[src/rtl/adcseq_pkg.sv]
package adcseq_pkg;
  localparam int NUM_CH   = 8;
  localparam int CH_W     = $clog2(NUM_CH);
  localparam int CODE_W   = 8;
  localparam int SLOT_W   = 16;
  localparam int PRE_W    = 3;
  localparam int SMP_W    = 2;
  localparam int DIV_W    = PRE_W + 2;
  localparam int CNT_W    = 6;
  localparam int LEN_W    = CH_W + 1;
  localparam int SETUP_TK = 2;
  localparam int PRE_TK   = 4;
  localparam int RSLV_TK  = 10;

  typedef enum logic [1:0] {PH_SETUP, PH_PRESAMP, PH_FINAL, PH_RESOLVE} phase_e;

  typedef struct packed {
    logic             len8;
    logic             multi;
    logic             rescan;
    logic [CH_W-1:0]  sel;
    logic [PRE_W-1:0] presc;
    logic [SMP_W-1:0] samp;
  } mode_t;

  // system clocks per conversion tick: 2..16
  function automatic logic [DIV_W-1:0] div_ratio(input logic [PRE_W-1:0] presc);
    return DIV_W'({presc, 1'b0}) + DIV_W'(2);
  endfunction

  // final sample phase length in ticks: 2,4,8,16
  function automatic logic [CNT_W-1:0] final_len(input logic [SMP_W-1:0] samp);
    return CNT_W'(2) << samp;
  endfunction

  function automatic logic [CNT_W-1:0] conv_ticks(input logic [SMP_W-1:0] samp);
    return CNT_W'(SETUP_TK + PRE_TK + RSLV_TK) + final_len(samp);
  endfunction

  function automatic logic [LEN_W-1:0] seq_len(input logic len8);
    return len8 ? LEN_W'(8) : LEN_W'(4);
  endfunction

  function automatic logic [CH_W-1:0] chan_for(input mode_t m, input logic [CH_W-1:0] slot);
    logic [CH_W-1:0] mask;
    logic [CH_W-1:0] base;
    mask = CH_W'(seq_len(m.len8) - LEN_W'(1));
    base = m.sel & ~mask;
    return m.multi ? (base + slot) : m.sel;
  endfunction

  function automatic phase_e phase_of(input logic [CNT_W-1:0] cc, input logic [SMP_W-1:0] samp);
    if (cc < CNT_W'(SETUP_TK))                            return PH_SETUP;
    else if (cc < CNT_W'(SETUP_TK + PRE_TK))              return PH_PRESAMP;
    else if (cc < CNT_W'(SETUP_TK + PRE_TK) + final_len(samp)) return PH_FINAL;
    else                                                  return PH_RESOLVE;
  endfunction
endpackage

[src/rtl/adcseq_prescaler.sv]
module adcseq_prescaler
  import adcseq_pkg::*;
(
  input  logic             clk,
  input  logic             rst_n,
  input  logic             clear,
  input  logic [PRE_W-1:0] presc,
  output logic             tick
);
  logic [DIV_W-1:0] cnt_q;
  logic [DIV_W-1:0] last;

  assign last = div_ratio(presc) - DIV_W'(1);
  assign tick = !clear && (cnt_q == last);

  always_ff @(posedge clk or negedge rst_n) begin
    if (!rst_n)     cnt_q <= '0;
    else if (clear) cnt_q <= '0;
    else if (tick)  cnt_q <= '0;
    else            cnt_q <= cnt_q + DIV_W'(1);
  end
endmodule

[src/rtl/adcseq_phase_timer.sv]
module adcseq_phase_timer
  import adcseq_pkg::*;
(
  input  logic             clk,
  input  logic             rst_n,
  input  logic             clear,
  input  logic             tick,
  input  logic [SMP_W-1:0] samp,
  output phase_e           phase,
  output logic             conv_end
);
  logic [CNT_W-1:0] cc_q;
  logic [CNT_W-1:0] last;

  assign last     = conv_ticks(samp) - CNT_W'(1);
  assign conv_end = tick && (cc_q == last);
  assign phase    = phase_of(cc_q, samp);

  always_ff @(posedge clk or negedge rst_n) begin
    if (!rst_n)        cc_q <= '0;
    else if (clear)    cc_q <= '0;
    else if (conv_end) cc_q <= '0;
    else if (tick)     cc_q <= cc_q + CNT_W'(1);
  end
endmodule

[src/rtl/adcseq_result_bank.sv]
module adcseq_result_bank
  import adcseq_pkg::*;
(
  input  logic              clk,
  input  logic              rst_n,
  input  logic              wr_en,
  input  logic [CH_W-1:0]   wr_idx,
  input  logic [CODE_W-1:0] wr_code,
  input  logic [CH_W-1:0]   rd_idx,
  output logic [SLOT_W-1:0] rd_data
);
  logic [CODE_W-1:0] slot_q [NUM_CH];

  for (genvar g = 0; g < NUM_CH; g++) begin : g_slot
    always_ff @(posedge clk or negedge rst_n) begin
      if (!rst_n)                              slot_q[g] <= '0;
      else if (wr_en && wr_idx == CH_W'(g))    slot_q[g] <= wr_code;
    end
  end

  assign rd_data = {slot_q[rd_idx], {(SLOT_W-CODE_W){1'b0}}};
endmodule

[src/rtl/adc_scan_sequencer.sv]
module adc_scan_sequencer
  import adcseq_pkg::*;
(
  input  logic              clk,
  input  logic              rst_n,
  input  logic              enable,
  input  logic              mode_wr,
  input  logic              mode_len8,
  input  logic              mode_multi,
  input  logic              mode_rescan,
  input  logic [CH_W-1:0]   mode_sel,
  input  logic [PRE_W-1:0]  mode_presc,
  input  logic [SMP_W-1:0]  mode_samp,
  input  logic [CODE_W-1:0] cnv_data,
  output logic              cnv_active,
  output logic [CH_W-1:0]   cnv_ch,
  output logic [1:0]        cnv_phase,
  output logic              res_wr,
  output logic [CH_W-1:0]   res_slot,
  output logic [SLOT_W-1:0] res_value,
  output logic              seq_done,
  input  logic [CH_W-1:0]   rd_sel,
  output logic [SLOT_W-1:0] rd_data
);
  mode_t           mode_q;
  mode_t           mode_new;
  logic            busy;
  logic [CH_W-1:0] slot_q;

  // named internal events
  logic   start_acc;
  logic   timer_clear;
  logic   tick;
  logic   conv_end;
  logic   seq_last;
  logic   write_now;
  phase_e phase;

  assign mode_new    = '{len8: mode_len8, multi: mode_multi, rescan: mode_rescan,
                         sel: mode_sel, presc: mode_presc, samp: mode_samp};
  assign start_acc   = enable && mode_wr;
  assign timer_clear = start_acc || !busy;
  assign seq_last    = (slot_q == CH_W'(seq_len(mode_q.len8) - LEN_W'(1)));
  assign write_now   = conv_end && enable && !start_acc;

  adcseq_prescaler u_presc (
    .clk   (clk),
    .rst_n (rst_n),
    .clear (timer_clear),
    .presc (mode_q.presc),
    .tick  (tick)
  );

  adcseq_phase_timer u_timer (
    .clk      (clk),
    .rst_n    (rst_n),
    .clear    (timer_clear),
    .tick     (tick),
    .samp     (mode_q.samp),
    .phase    (phase),
    .conv_end (conv_end)
  );

  adcseq_result_bank u_bank (
    .clk     (clk),
    .rst_n   (rst_n),
    .wr_en   (write_now),
    .wr_idx  (slot_q),
    .wr_code (cnv_data),
    .rd_idx  (rd_sel),
    .rd_data (rd_data)
  );

  always_ff @(posedge clk or negedge rst_n) begin
    if (!rst_n) begin
      mode_q    <= '0;
      busy      <= 1'b0;
      slot_q    <= '0;
      res_wr    <= 1'b0;
      res_slot  <= '0;
      res_value <= '0;
      seq_done  <= 1'b0;
    end else begin
      res_wr   <= 1'b0;
      seq_done <= 1'b0;
      if (start_acc) begin
        mode_q <= mode_new;
        busy   <= 1'b1;
        slot_q <= '0;
      end else if (!enable) begin
        busy   <= 1'b0;
        slot_q <= '0;
      end else if (write_now) begin
        res_wr    <= 1'b1;
        res_slot  <= slot_q;
        res_value <= {cnv_data, {(SLOT_W-CODE_W){1'b0}}};
        if (seq_last) begin
          seq_done <= 1'b1;
          slot_q   <= '0;
          busy     <= mode_q.rescan;
        end else begin
          slot_q <= slot_q + CH_W'(1);
        end
      end
    end
  end

  assign cnv_active = busy;
  assign cnv_ch     = chan_for(mode_q, slot_q);
  assign cnv_phase  = phase;
endmodule

[config.mk]
export PLATFORM = sky130hd
export DESIGN_NAME = adc_scan_sequencer
export DESIGN_NICKNAME = d
export VERILOG_FILES = /design/src/rtl/adcseq_pkg.sv /design/src/rtl/adcseq_prescaler.sv /design/src/rtl/adcseq_phase_timer.sv /design/src/rtl/adcseq_result_bank.sv /design/src/rtl/adc_scan_sequencer.sv
export SDC_FILE = /design/constraint.sdc
export NUM_CORES = 1
export LEC_CHECK = 0
export ABC_AREA = 1
export BUFFER_PORTS_ARGS = -buffer_cell sky130_fd_sc_hd__buf_2
export CORE_MARGIN = 3
export CORE_UTILIZATION = 40
export DETAILED_ROUTE_END_ITERATION = 16
export HOLD_SLACK_MARGIN = 0.12
export PLACE_DENSITY = 0.6
export SYNTH_ARGS = -nofsm -noshare
export SYNTH_HDL_FRONTEND = slang
export SYNTH_HIERARCHICAL = 1
export SYNTH_SLANG_ARGS = --single-unit
[constraint.sdc]
create_clock -name clk -period 2.6 [get_ports clk]
set_input_delay 0.52 -clock clk [delete_from_list [all_inputs] [get_ports clk]]
set_output_delay 0.52 -clock clk [all_outputs]
set_load 0.1 [all_outputs]
==> out/qor.yml, run 1 <==
outcome: "completed"
p_clk_share_pct: 34.9
grt-ovfl-total: 0
max_freq_mhz: 394
fin_skew_ns: 0.00501
clk_latency_ns: 0.34
ys_ff_latch: 103
start_util_pct: 41.8
detail-route-antenna-nets: 0
power_frac_seq_pct: 46.0
dp_hpwl_um: 8880
cts_made_buffers: 9
mostFrequentLayoutCells: "nand2_1 (215), inv_1 (105), dfrtp_1 (102)"
finalWirelength_um: 12800
post-route-period-util_pct: 97.7
area_growth_syn_to_layout_pct: 22.5
clk_transition_reported_paths_ns: 0.06
async_flop_share_pct: 100
power_w: 0.00362
cts_hold_buf: 0
placed_area_um2: 6030
switchingPower_w: 0.00109
required_ns: 2.82
insertedDiodeCount: 0
postSynthAreaPerCell_um2: 7.73
synth_cells: 699
fin_nets: 798
cap_violations: 0
synth.distinct_cells: 30
r2r_cells: 16
slew_viol_final: 0
grt_pass1_vias: 4216
cp.arrival_ns: 2.76
setup_violations: 0
io_buffers: 52
r2r_start: "mode_q[1]$_DFFE_PN0N_"
worst_pin_slew_ns: 0.886
finalHoldViolCount: 0
power_density_nw_per_um2: 547
rows: 41
cp_max_fo: 8
fillers: 1211
synth-main-ff-cell: "dfrtp_1"
place_congestion: 0.872
r2r-end: "u_bank/slot_q[46]$_DFFE_PN0P_"
synth_seq_area_share_pct: 47.7
wire_per_inst_um: 13.6
drive_gt1_share_pct: 22.5
p_leak_nw: 3.45
drcViolationCount: 0
antenna_found_initial: 0
finalNonFillerCells: 940
cts_sinks: 103
layout_commonest_cell: "nand2_1"
min_path_type: "input port to asynchronous set/reset pin"
synth_edf_count: 0
grtUsageTotal_pct: 17.8
p_int_w: 0.00254
cp-start-kind: "register"
die_h_um: 122
fin_util_pct: 51.2
cts-root-buf: "clkbuf_16"
final_area_um2: 6620
vias: 4409
tns_ns: 0
vdd_drop_max_uv: 326
period_needed_ns: 2.54
tritoncts: "done"
ios: 69
grt_max_degree: 53
dpl.cell_count: 915
coreArea_um2: 12900
htree_levels: 3
crit_type: "register to register"
cp-end-kind: "register"
first_pass_iters: 5
clk_path_buf_depth: 2
dieArea_um2: 14900
reg2reg_slack_ns: 0.06
pwr-share-comb_pct: 19.1
via_per_inst: 4.69
synth_area_um2: 5410
die_x_um: 122
slew_headroom_pct: 40.7
rsz0062_at_grt: "true"
netSwitchingFraction_pct: 30.0
drt_iter0_drc: 436
ys_warn_count: 6
grt_pass1_wl_um: 21000
==> power groups by stage <==
stage / Sequential (W) / Clock [W] / Combinational [W]
after floorplan: 0.00171 / 0 / 0.000466
after global placement: 0.00169 / 0 / 0.000653
after detailed placement: 0.00170 / 0 / 0.000660
after CTS: 0.00167 / 0.00132 / 0.000680
after global routing: 0.00167 / 0.00137 / 0.000744
final: 0.00167 / 0.00126 / 0.000691
==> sequential cells by signal (all words and copies together), names as in the netlist <==
name	flops
cnv_active	1
mode_q	11
res_slot	3
res_value	8
res_wr	1
seq_done	1
slot_q	3
u_bank/slot_q	64
u_presc/cnt_q	5
u_timer/cc_q	6
==> kinds of logic (layout without fill, tap and decap cells) <==
logic type | after synthesis | in the layout | synth area share [%]
simple gates | 334 | 336 | 26.3
buf+inv | 154 | 207 | 13.0
flops | 103 | 103 | 47.7
compound gates | 82 | 82 | 7.69
mux | 10 | 10 | 2.36
fa+ha+maj | 9 | 9 | 2.08
xor+xnor | 4 | 4 | 0.648
other cells | 3 | 17 | 0.208
==> critical path: stages (launching register included) <==
cell and delay (ns):
dfrtp_1 0.39, or2_4 0.27, ha_4 0.22, ha_4 0.26, buf_6 0.08, nand2_2 0.03
nor2_1 0.07, nand2_1 0.09, nor2_4 0.15, nand2_4 0.07, inv_4 0.08, inv_4 0.04
nor2_4 0.20, buf_12 0.18, nand2_8 0.09, nand2_2 0.13, o21ai_1 0.06
==> worst max path at each step <==
| stage | start | to | slack (ns) | cells after the start |
|---|---|---|---|---|
| after floorplan | enable | u_bank/slot_q[37]$_DFFE_PN0P_ | -0.10 | 21 |
| after global placement | enable | u_bank/slot_q[33]$_DFFE_PN0P_ | 0.08 | 20 |
| after detailed placement | enable | u_bank/slot_q[33]$_DFFE_PN0P_ | 0.02 | 20 |
| after CTS | mode_q[1]$_DFFE_PN0N_ | cnv_phase[0] | 0.04 | 10 |
| after global routing | mode_q[1]$_DFFE_PN0N_ | u_bank/slot_q[46]$_DFFE_PN0P_ | -0.08 | 16 |
| final | mode_q[1]$_DFFE_PN0N_ | u_bank/slot_q[46]$_DFFE_PN0P_ | 0.06 | 16 |
==> routing by layer <==
| metal | part of all wire (%) | wire [um] | GRT usage [%] | vias to the layer above |
|---|---|---|---|---|
| met5 | 0 | 0 | 0 | - |
| met4 | 0.99 | 126 | 4.76 | 0 |
| met3 | 5.6 | 710 | 4.38 | 8 |
| met2 | 47 | 6060 | 28.8 | 116 |
| met1 | 46 | 5870 | 23.9 | 2047 |
| li1 | - | - | - | 2238 |
==> per-stage QoR <==
step | worst slack [ns] | hold slack, ns
after floorplan | -0.101 | 0.224
after CTS | 0.0361 | 0.240
final | 0.0601 | 0.226
after global placement | 0.0784 | 0.460
after detailed placement | 0.0152 | 0.460
after global routing | -0.0778 | 0.268
==> area by class of cell <==
| cell class | count | area (um2) | share of cell area, % |
|---|---|---|---|
| clock buffers | 13 | 260 | 3.93 |
| clock inverters | 3 | 17.5 | 0.264 |
| inverters | 116 | 445 | 6.72 |
| multi-input cells | 458 | 2450 | 37.0 |
| flip-flops and latches | 103 | 2580 | 39.0 |
| well taps | 172 | 215 | 3.25 |
| repair buffers | 75 | 653 | 9.86 |
==> cell usage after synthesis (2+ instances only) <==
cell,n,area (um2)
nor2_4,6,67.6
nor2_2,3,18.8
nand4_1,4,25.0
o21ai_0,73,365
buf_2,8,40.0
clkbuf_1,4,15.0
nand2_1,245,920
buf_6,7,78.8
nor2_1,17,63.8
buf_4,17,128
nand2_2,6,37.5
nand3_1,47,235
nor3_1,2,10.0
ha_1,9,113
buf_1,2,7.51
xor2_1,3,26.3
mux2_2,6,67.6
mux2_4,4,60.1
inv_2,7,26.3
conb_1,3,11.3
dfrtp_1,103,2580
a21oi_1,7,35.0
inv_1,109,409
==> timing repair <==
action / in CTS / in global routing
gates cloned: 0 / 3
setup endpoints to repair: 1 / 62
buffers inserted: 1 / 5
pin swaps: 3 / 17
resized for setup: 3 / 71
Note: power is estimated with default switching activity, not from simulation.
==> inputs of run 2 (changes only) <==
Settings changed: RECOVER_POWER from default to 50.
==> run 2 against run 1 <==
Effect of this change:
- count of clock-buffer cells in the layout unchanged
- sequential power about the same
- worst setup slack improved by 0.0040 ns
- die area unchanged
- total power decreased by 0.48%
- global-route usage unchanged
- clock skew about the same
- clock power about the same
- sequential cell count unchanged
- critical endpoint unchanged
==> out/qor.yml, run 2 (synthesized netlist as in run 1, its figures left out) <==
outcome: "completed"
cts_sinks: 103  # unchanged
insertedDiodeCount: 0  # unchanged
cts_made_buffers: 9  # unchanged
dieArea_um2: 14900  # unchanged
slew_headroom_pct: 11.8  # -29 points
clk_path_buf_depth: 2  # unchanged
layout_commonest_cell: "nand2_1"
largest_reg_flops: 64  # unchanged
cap_violations: 0  # unchanged
detail-route-antenna-nets: 0  # unchanged
p_leak_nw: 3.41  # -0.94%
slowest_delay_ns: 0.39  # about the same
fin_nets: 798  # unchanged
first_pass_iters: 5  # unchanged
min_to: "mode_q[4]$_DFFE_PN0N_"
setup_violations: 0  # unchanged
grt_pass1_vias: 4216  # unchanged
via_per_inst: 4.74  # +0.95%
period_needed_ns: 2.54  # -0.00400 ns
r2r-end: "u_bank/slot_q[46]$_DFFE_PN0P_"
preCtsSetupSlack_ns: 0.0152  # unchanged
fillers: 1223  # +0.99%
slew_viol_final: 0  # unchanged
layout_setup_ws_ns: 0.0641  # +0.00400 ns
drt_iter0_drc: 340  # -22%
gr-usage-met1_pct: 23.9  # unchanged
cts_hold_buf: 0  # unchanged
htree_levels: 3  # unchanged
antenna_found_initial: 0  # unchanged
cp-start-kind: "register"
reg2reg_slack_ns: 0.06  # about the same
grt_pass1_wl_um: 21000  # unchanged
finalHoldViolCount: 0  # unchanged
r2r_start: "mode_q[1]$_DFFE_PN0N_"
power_density_nw_per_um2: 548  # +0.28%
crit_family: "simple AND/OR/NAND/NOR gates"
finalWirelength_um: 12700  # -0.10%
tritoncts: "done"
cts-root-buf: "clkbuf_16"
cp-end-kind: "register"
ios: 69  # unchanged
grt_max_degree: 53  # unchanged
coreArea_um2: 12900  # unchanged
crit_type: "register to register"
clk_transition_reported_paths_ns: 0.06  # about the same
drcViolationCount: 0  # unchanged
worstHoldPathCells: 2
dp_hpwl_um: 8880  # unchanged
rsz0062_at_grt: "true"
post-route-period-util_pct: 97.5  # -0.15 points
start_util_pct: 41.8  # unchanged
grtUsageTotal_pct: 17.8  # unchanged
mostFrequentLayoutCells: "nand2_1 (215), inv_1 (105), dfrtp_1 (102)"
grt_use_met3_pct: 4.38  # unchanged
slowest_stage: "dfrtp_1"
vias: 4451  # +0.95%
rows: 41  # unchanged
cp_max_fo: 8  # unchanged
min_path_type: "input port to register"
max_freq_mhz: 394  # +0.16%
use_met2_pct: 28.8  # unchanged
drive_gt1_share_pct: 21.6  # -0.91 points
worst_pin_slew_ns: 1.32  # +0.436 ns
place_congestion: 0.872  # unchanged
area_growth_syn_to_layout_pct: 21.6
clk_latency_ns: 0.34  # about the same
vdd_drop_max_uv: 326  # -0.10%
min_from: "mode_presc[2]"
required_ns: 2.82  # about the same
top_regs: "u_bank/slot_q x64, mode_q x11, res_value x8"
critPathBufInv: 4  # unchanged
r2r_cells: 16  # unchanged
die_x_um: 122  # unchanged
wire_per_inst_um: 13.6  # -0.10%
tns_ns: 0  # unchanged
fin_skew_ns: 0.00465  # -0.000362 ns
max_flop_register: "u_bank/slot_q"
die_h_um: 122  # unchanged
top_usage_layer: "met2"
io_buffers: 52  # unchanged
path_cells: "or2_4 -> ha_4 -> ha_4 -> buf_6 -> nand2_2 -> nor2_1 -> nand2_1 -> nor2_4 -> nand2_4 -> inv_4 -> inv_4 -> nor2_4 -> buf_12 -> nand2_8 -> nand2_2 -> o21ai_1"
fin_util_pct: 50.9  # -0.39 points
grt-ovfl-total: 0  # unchanged
cp.arrival_ns: 2.76  # about the same
==> run 2: cell type report <==
cell class	instances	area, um2	share of cell area (%)
Clock inverter	3	17.5	0.266
Sequential cell	103	2580	39.3
Multi-Input combinational cell	458	2430	36.9
Inverter	116	445	6.78
Clock buffer	13	260	3.96
Timing Repair Buffer	75	626	9.52
Tap cell	172	215	3.27
==> run 2: stage by stage <==
| step | power [W] | instance area, um2 | hold WS [ns] | instances |
|---|---|---|---|---|
| global placement | 0.00235 | 6030 | 0.460 | 915 |
| detailed placement | 0.00236 | 6030 | 0.460 | 915 |
| floorplan | 0.00217 | 5550 | 0.224 | 713 |
| global route | 0.00377 | 6570 | 0.396 | 940 |
| finish | 0.00360 | 6570 | 0.404 | 940 |
| CTS | 0.00366 | 6340 | 0.240 | 932 |
==> run 2: worst register-to-register path, cell delays in order, from the launching register on <==
cell     delay (ns)
dfrtp_1        0.39
or2_4          0.27
ha_4           0.22
ha_4           0.26
buf_6          0.08
nand2_2        0.03
nor2_1         0.07
nand2_1        0.09
nor2_4         0.15
nand2_4        0.07
inv_4          0.08
inv_4          0.04
nor2_4         0.20
buf_12         0.18
nand2_8        0.09
nand2_2        0.13
o21ai_1        0.06
==> run 2: what timing repair did <==
action | CTS | global route
endpoints found under the setup margin | 1 | 62
pin swaps | 3 | 17
setup buffers | 1 | 5
endpoints found under the hold margin | 0 | 0
resized for setup | 3 | 71
cloned | 0 | 3
==> run 2: worst max-delay path by stage <==
stage	startpoint	to	slack, ns	cells past startpoint
6_report	mode_q[1]$_DFFE_PN0N_	u_bank/slot_q[46]$_DFFE_PN0P_	0.06	16
5_1_grt	mode_q[1]$_DFFE_PN0N_	u_bank/slot_q[46]$_DFFE_PN0P_	-0.08	16
4_1_cts	mode_q[1]$_DFFE_PN0N_	cnv_phase[0]	0.04	10
3_5_place_dp	enable	u_bank/slot_q[33]$_DFFE_PN0P_	0.02	20
3_3_place_gp	enable	u_bank/slot_q[33]$_DFFE_PN0P_	0.08	20
2_1_floorplan	enable	u_bank/slot_q[37]$_DFFE_PN0P_	-0.10	21
==> run 2: layer usage <==
metal | vias up | share of wire (%)
li1 | 2244 | -
met3 | 12 | 5.7
met2 | 122 | 47
met4 | 0 | 1.3
met1 | 2073 | 46
met5 | - | 0
==> run 2: power breakdown <==
| group | total, W | switching, W | internal (W) |
|---|---|---|---|
| sequential | 0.00167 | 0.0000296 | 0.00164 |
| combinational | 0.000675 | 0.000489 | 0.000186 |
| clock | 0.00126 | 0.000564 | 0.000699 |
| total | 0.00360 | 0.00108 | 0.00252 |
==> inputs of run 3 (changes only) <==
Settings changed: ABC_AREA 1 to default.
==> run 3 against run 2 <==
Effect of this change:
- the flow now finishes with violations (negative setup slack)
- sequential share of layout area up 1.9 points
- sequential cell count unchanged
- total power down 3.8%
- clock skew up 0.0023 ns
- synthesized cell count down 51%
- register-to-register slack worse by 0.32 ns
- count of clock-buffer cells in the layout down 2
- cell count down 36%
- hold slack worse by 0.025 ns
- non-clock buffer count up 17
- sequential power about the same
==> out/qor.yml, run 3 <==
clk_latency_ns: 0.33  # about the same
synth_seq_area_share_pct: 50.9  # +3.2 points
finalHoldViolCount: 0  # unchanged
insertedDiodeCount: 0  # unchanged
p_clk_share_pct: 40.8  # +5.8 points
rows: 40  # -2.4%
crit_start: "mode_q[1]$_DFFE_PN0N_"
start_util_pct: 41.5  # -0.36 points
layout_setup_ws_ns: -0.260  # -0.324 ns
die_h_um: 119  # -3.1%
preCtsSetupSlack_ns: -0.327  # -0.342 ns
reg2reg_slack_ns: -0.26  # -0.32 ns
period_needed_ns: 2.86  # +0.324 ns
yosysTopAreaCell: "dfrtp_1"
power_frac_seq_pct: 47.7  # +1.5 points
tns_ns: -12.07  # -12.07 ns
synth_area_leaders: "dfrtp_1 (51%), mux2_2 (19%), mux4_1 (7.8%)"
drcViolationCount: 0  # unchanged
crit_type: "register to register"
drive_gt1_share_pct: 51.2  # +30 points
p_int_w: 0.00259  # +2.6%
top_regs: "u_bank/slot_q x64, mode_q x11, res_value x8"
power_density_nw_per_um2: 554  # +1.0%
worst_pin_slew_ns: 1.11  # -0.217 ns
mostFrequentLayoutCells: "dfrtp_1 (102), mux2_2 (53), buf_2 (50)"
finalWirelength_um: 10500  # -18%
critPathBufInv: 4  # unchanged
via_per_inst: 5.00  # +5.6%
first_pass_iters: 4  # -1
largest_reg_flops: 64  # unchanged
dpl.cell_count: 581  # -37%
slew_viol_final: 0  # unchanged
switchingPower_w: 0.000880  # -19%
wire_per_inst_um: 17.4  # +28%
detail-route-antenna-nets: 0  # unchanged
grt_max_degree: 45  # -15%
cp-end-kind: "register"
synth.distinct_cells: 49  # +63%
crit_family: "simple AND/OR/NAND/NOR gates"
synth.cells.most_frequent: "dfrtp_1 (103), mux2_2 (85), buf_4 (16)"
r2r_start: "mode_q[1]$_DFFE_PN0N_"
synth_top_area_share_pct: 50.9  # +3.2 points
max_flop_register: "u_bank/slot_q"
post-route-period-util_pct: 110  # +12 points
placed_area_um2: 5850  # -3.0%
io_buffers: 52  # unchanged
vias: 3009  # -32%
grt_pass1_wl_um: 17300  # -17%
die_x_um: 119  # -3.1%
clk_path_buf_depth: 2  # unchanged
setup_violations: 65  # +65
synth_edf_count: 0  # unchanged
grt-ovfl-total: 0  # unchanged
layout_commonest_cell: "dfrtp_1"
slew_headroom_pct: 26.3  # +14 points
p_leak_nw: 3.16  # -7.4%
pwr-share-comb_pct: 11.6  # -7.1 points
synth_area_um2: 5060  # -6.3%
ys_ff_latch: 103  # unchanged
area_growth_syn_to_layout_pct: 23.7
slowest_stage: "dfrtp_1"
cp_max_fo: 8  # unchanged
fin_skew_ns: 0.00696  # +0.00231 ns
cts_sinks: 103  # unchanged
cap_violations: 0  # unchanged
drt_iter0_drc: 165  # -51%
whs_ns: 0.379  # -0.0254 ns
min_path_type: "input port to asynchronous set/reset pin"
dp_hpwl_um: 7380  # -17%
required_ns: 2.81  # about the same
ios: 69  # unchanged
cts_hold_buf: 0  # unchanged
grtUsageTotal_pct: 15.6  # -2.1 points
final_area_um2: 6260  # -4.8%
path_cells: "or2_4 -> ha_4 -> ha_4 -> and4b_1 -> nand3_2 -> nor2_4 -> inv_2 -> or2_4 -> inv_8 -> buf_6 -> nand4b_1 -> buf_6 -> mux2_2"
async_flop_share_pct: 100  # unchanged
tritoncts: "done"
fin_nets: 464  # -42%
cp.arrival_ns: 3.07  # +0.31 ns
clk_transition_reported_paths_ns: 0.07  # about the same
ys_warn_count: 6  # unchanged
postSynthAreaPerCell_um2: 14.7  # +90%
yosysMostFrequentCell: "dfrtp_1"
violations: "negative setup slack"
netSwitchingFraction_pct: 25.4  # -4.6 points
finalNonFillerCells: 602  # -36%
dieArea_um2: 14000  # -6.0%
synth-main-ff-cell: "dfrtp_1"
rsz0062_at_grt: "true"
grt_pass1_vias: 3188  # -24%
vdd_drop_max_uv: 421  # +29%
r2r_cells: 13  # -3
synth_cells: 344  # -51%
antenna_found_initial: 0  # unchanged
coreArea_um2: 12200  # -5.5%
cts-root-buf: "clkbuf_16"
cts_made_buffers: 9  # unchanged
outcome: "finished, violations left"
htree_levels: 3  # unchanged
r2r-end: "u_bank/slot_q[21]$_DFFE_PN0P_"
max_freq_mhz: 350  # -11%
cp-start-kind: "register"
slowest_delay_ns: 0.40  # about the same
place_congestion: 0.769  # -12%
-- run 3: cell count changes after synthesis, sizes merged, moves of 4 or more --
cell and change:
nand3 -43, mux2 +86, inv -109, mux4 +16, buf -5, nand2 -245
nand2b +4, nand4b +4, o21ai -73, nor2 -21, xor2 +5
-- run 3: final cells by class --
type	instances	area (um2)
clock buffer	11	233
clock inverter	5	82.6
fill	1091	5950
inverter	7	33.8
multi-input combinational	216	2490
sequential	103	2580
tap	168	210
timing repair buffer	92	636
-- run 3: kinds of logic (layout without fill, tap and decap cells) --
group           Yosys count  after routing  share of synthesized area, %
mux                     113            113                          30.6
buf+inv                  39            115                          5.07
compound gates           17             17                          2.62
other cells               3             17                         0.222
simple gates             48             48                          6.28
flops                   103            103                          50.9
xor+xnor                 12             12                          2.08
fa+ha+maj                 9              9                          2.22
-- run 3: what timing repair did --
| item | 4_1_cts | 5_1_grt |
|---|---|---|
| setup buffers | 4 | 2 |
| endpoints found under the setup margin | 67 | 71 |
| gates resized for setup | 14 | 6 |
-- run 3: through the flow --
stage	total power (W)	utilization [%]
after global routing	0.00362	51.3
after floorplan	0.00199	-
final	0.00347	51.3
after global placement	0.00208	47.9
after detailed placement	0.00209	47.9
after CTS	0.00352	51.1
-- run 3: power by group through the flow --
stage               Combinational, W  Clock, W  Sequential (W)
global placement            0.000402         0         0.00168
finish                      0.000402   0.00141         0.00165
detailed placement          0.000408         0         0.00168
CTS                         0.000409   0.00146         0.00165
floorplan                   0.000302         0         0.00169
global route                0.000432   0.00153         0.00166
-- run 3: worst register-to-register path: cells and delay by family (launching register included) --
kind          cells  cell delay [ns]
flops             1             0.40
buf+inv           4             0.46
simple gates      6             1.15
fa+ha+maj         2             0.49
mux               1             0.27
-- run 3: layer usage --
metal / part of all wire (%) / track usage (%) / up-vias / wire, um
met5: 0 / 0 / - / 0
met4: 0.72 / 3.04 / 0 / 75
met3: 3.2 / 3.59 / 6 / 340
met2: 49 / 25.5 / 52 / 5150
met1: 47 / 21.7 / 1541 / 4910
li1: - / - / 1410 / -
-- run 3: worst max path at each step --
stage / end / slack [ns] / cells past startpoint
after floorplan: u_bank/slot_q[56]$_DFFE_PN0P_ / -0.64 / 13
after global placement: u_bank/slot_q[29]$_DFFE_PN0P_ / -0.30 / 12
after detailed placement: u_bank/slot_q[21]$_DFFE_PN0P_ / -0.33 / 13
after CTS: cnv_phase[0] / -0.29 / 8
after global routing: u_bank/slot_q[21]$_DFFE_PN0P_ / -0.39 / 13
final: u_bank/slot_q[21]$_DFFE_PN0P_ / -0.26 / 13
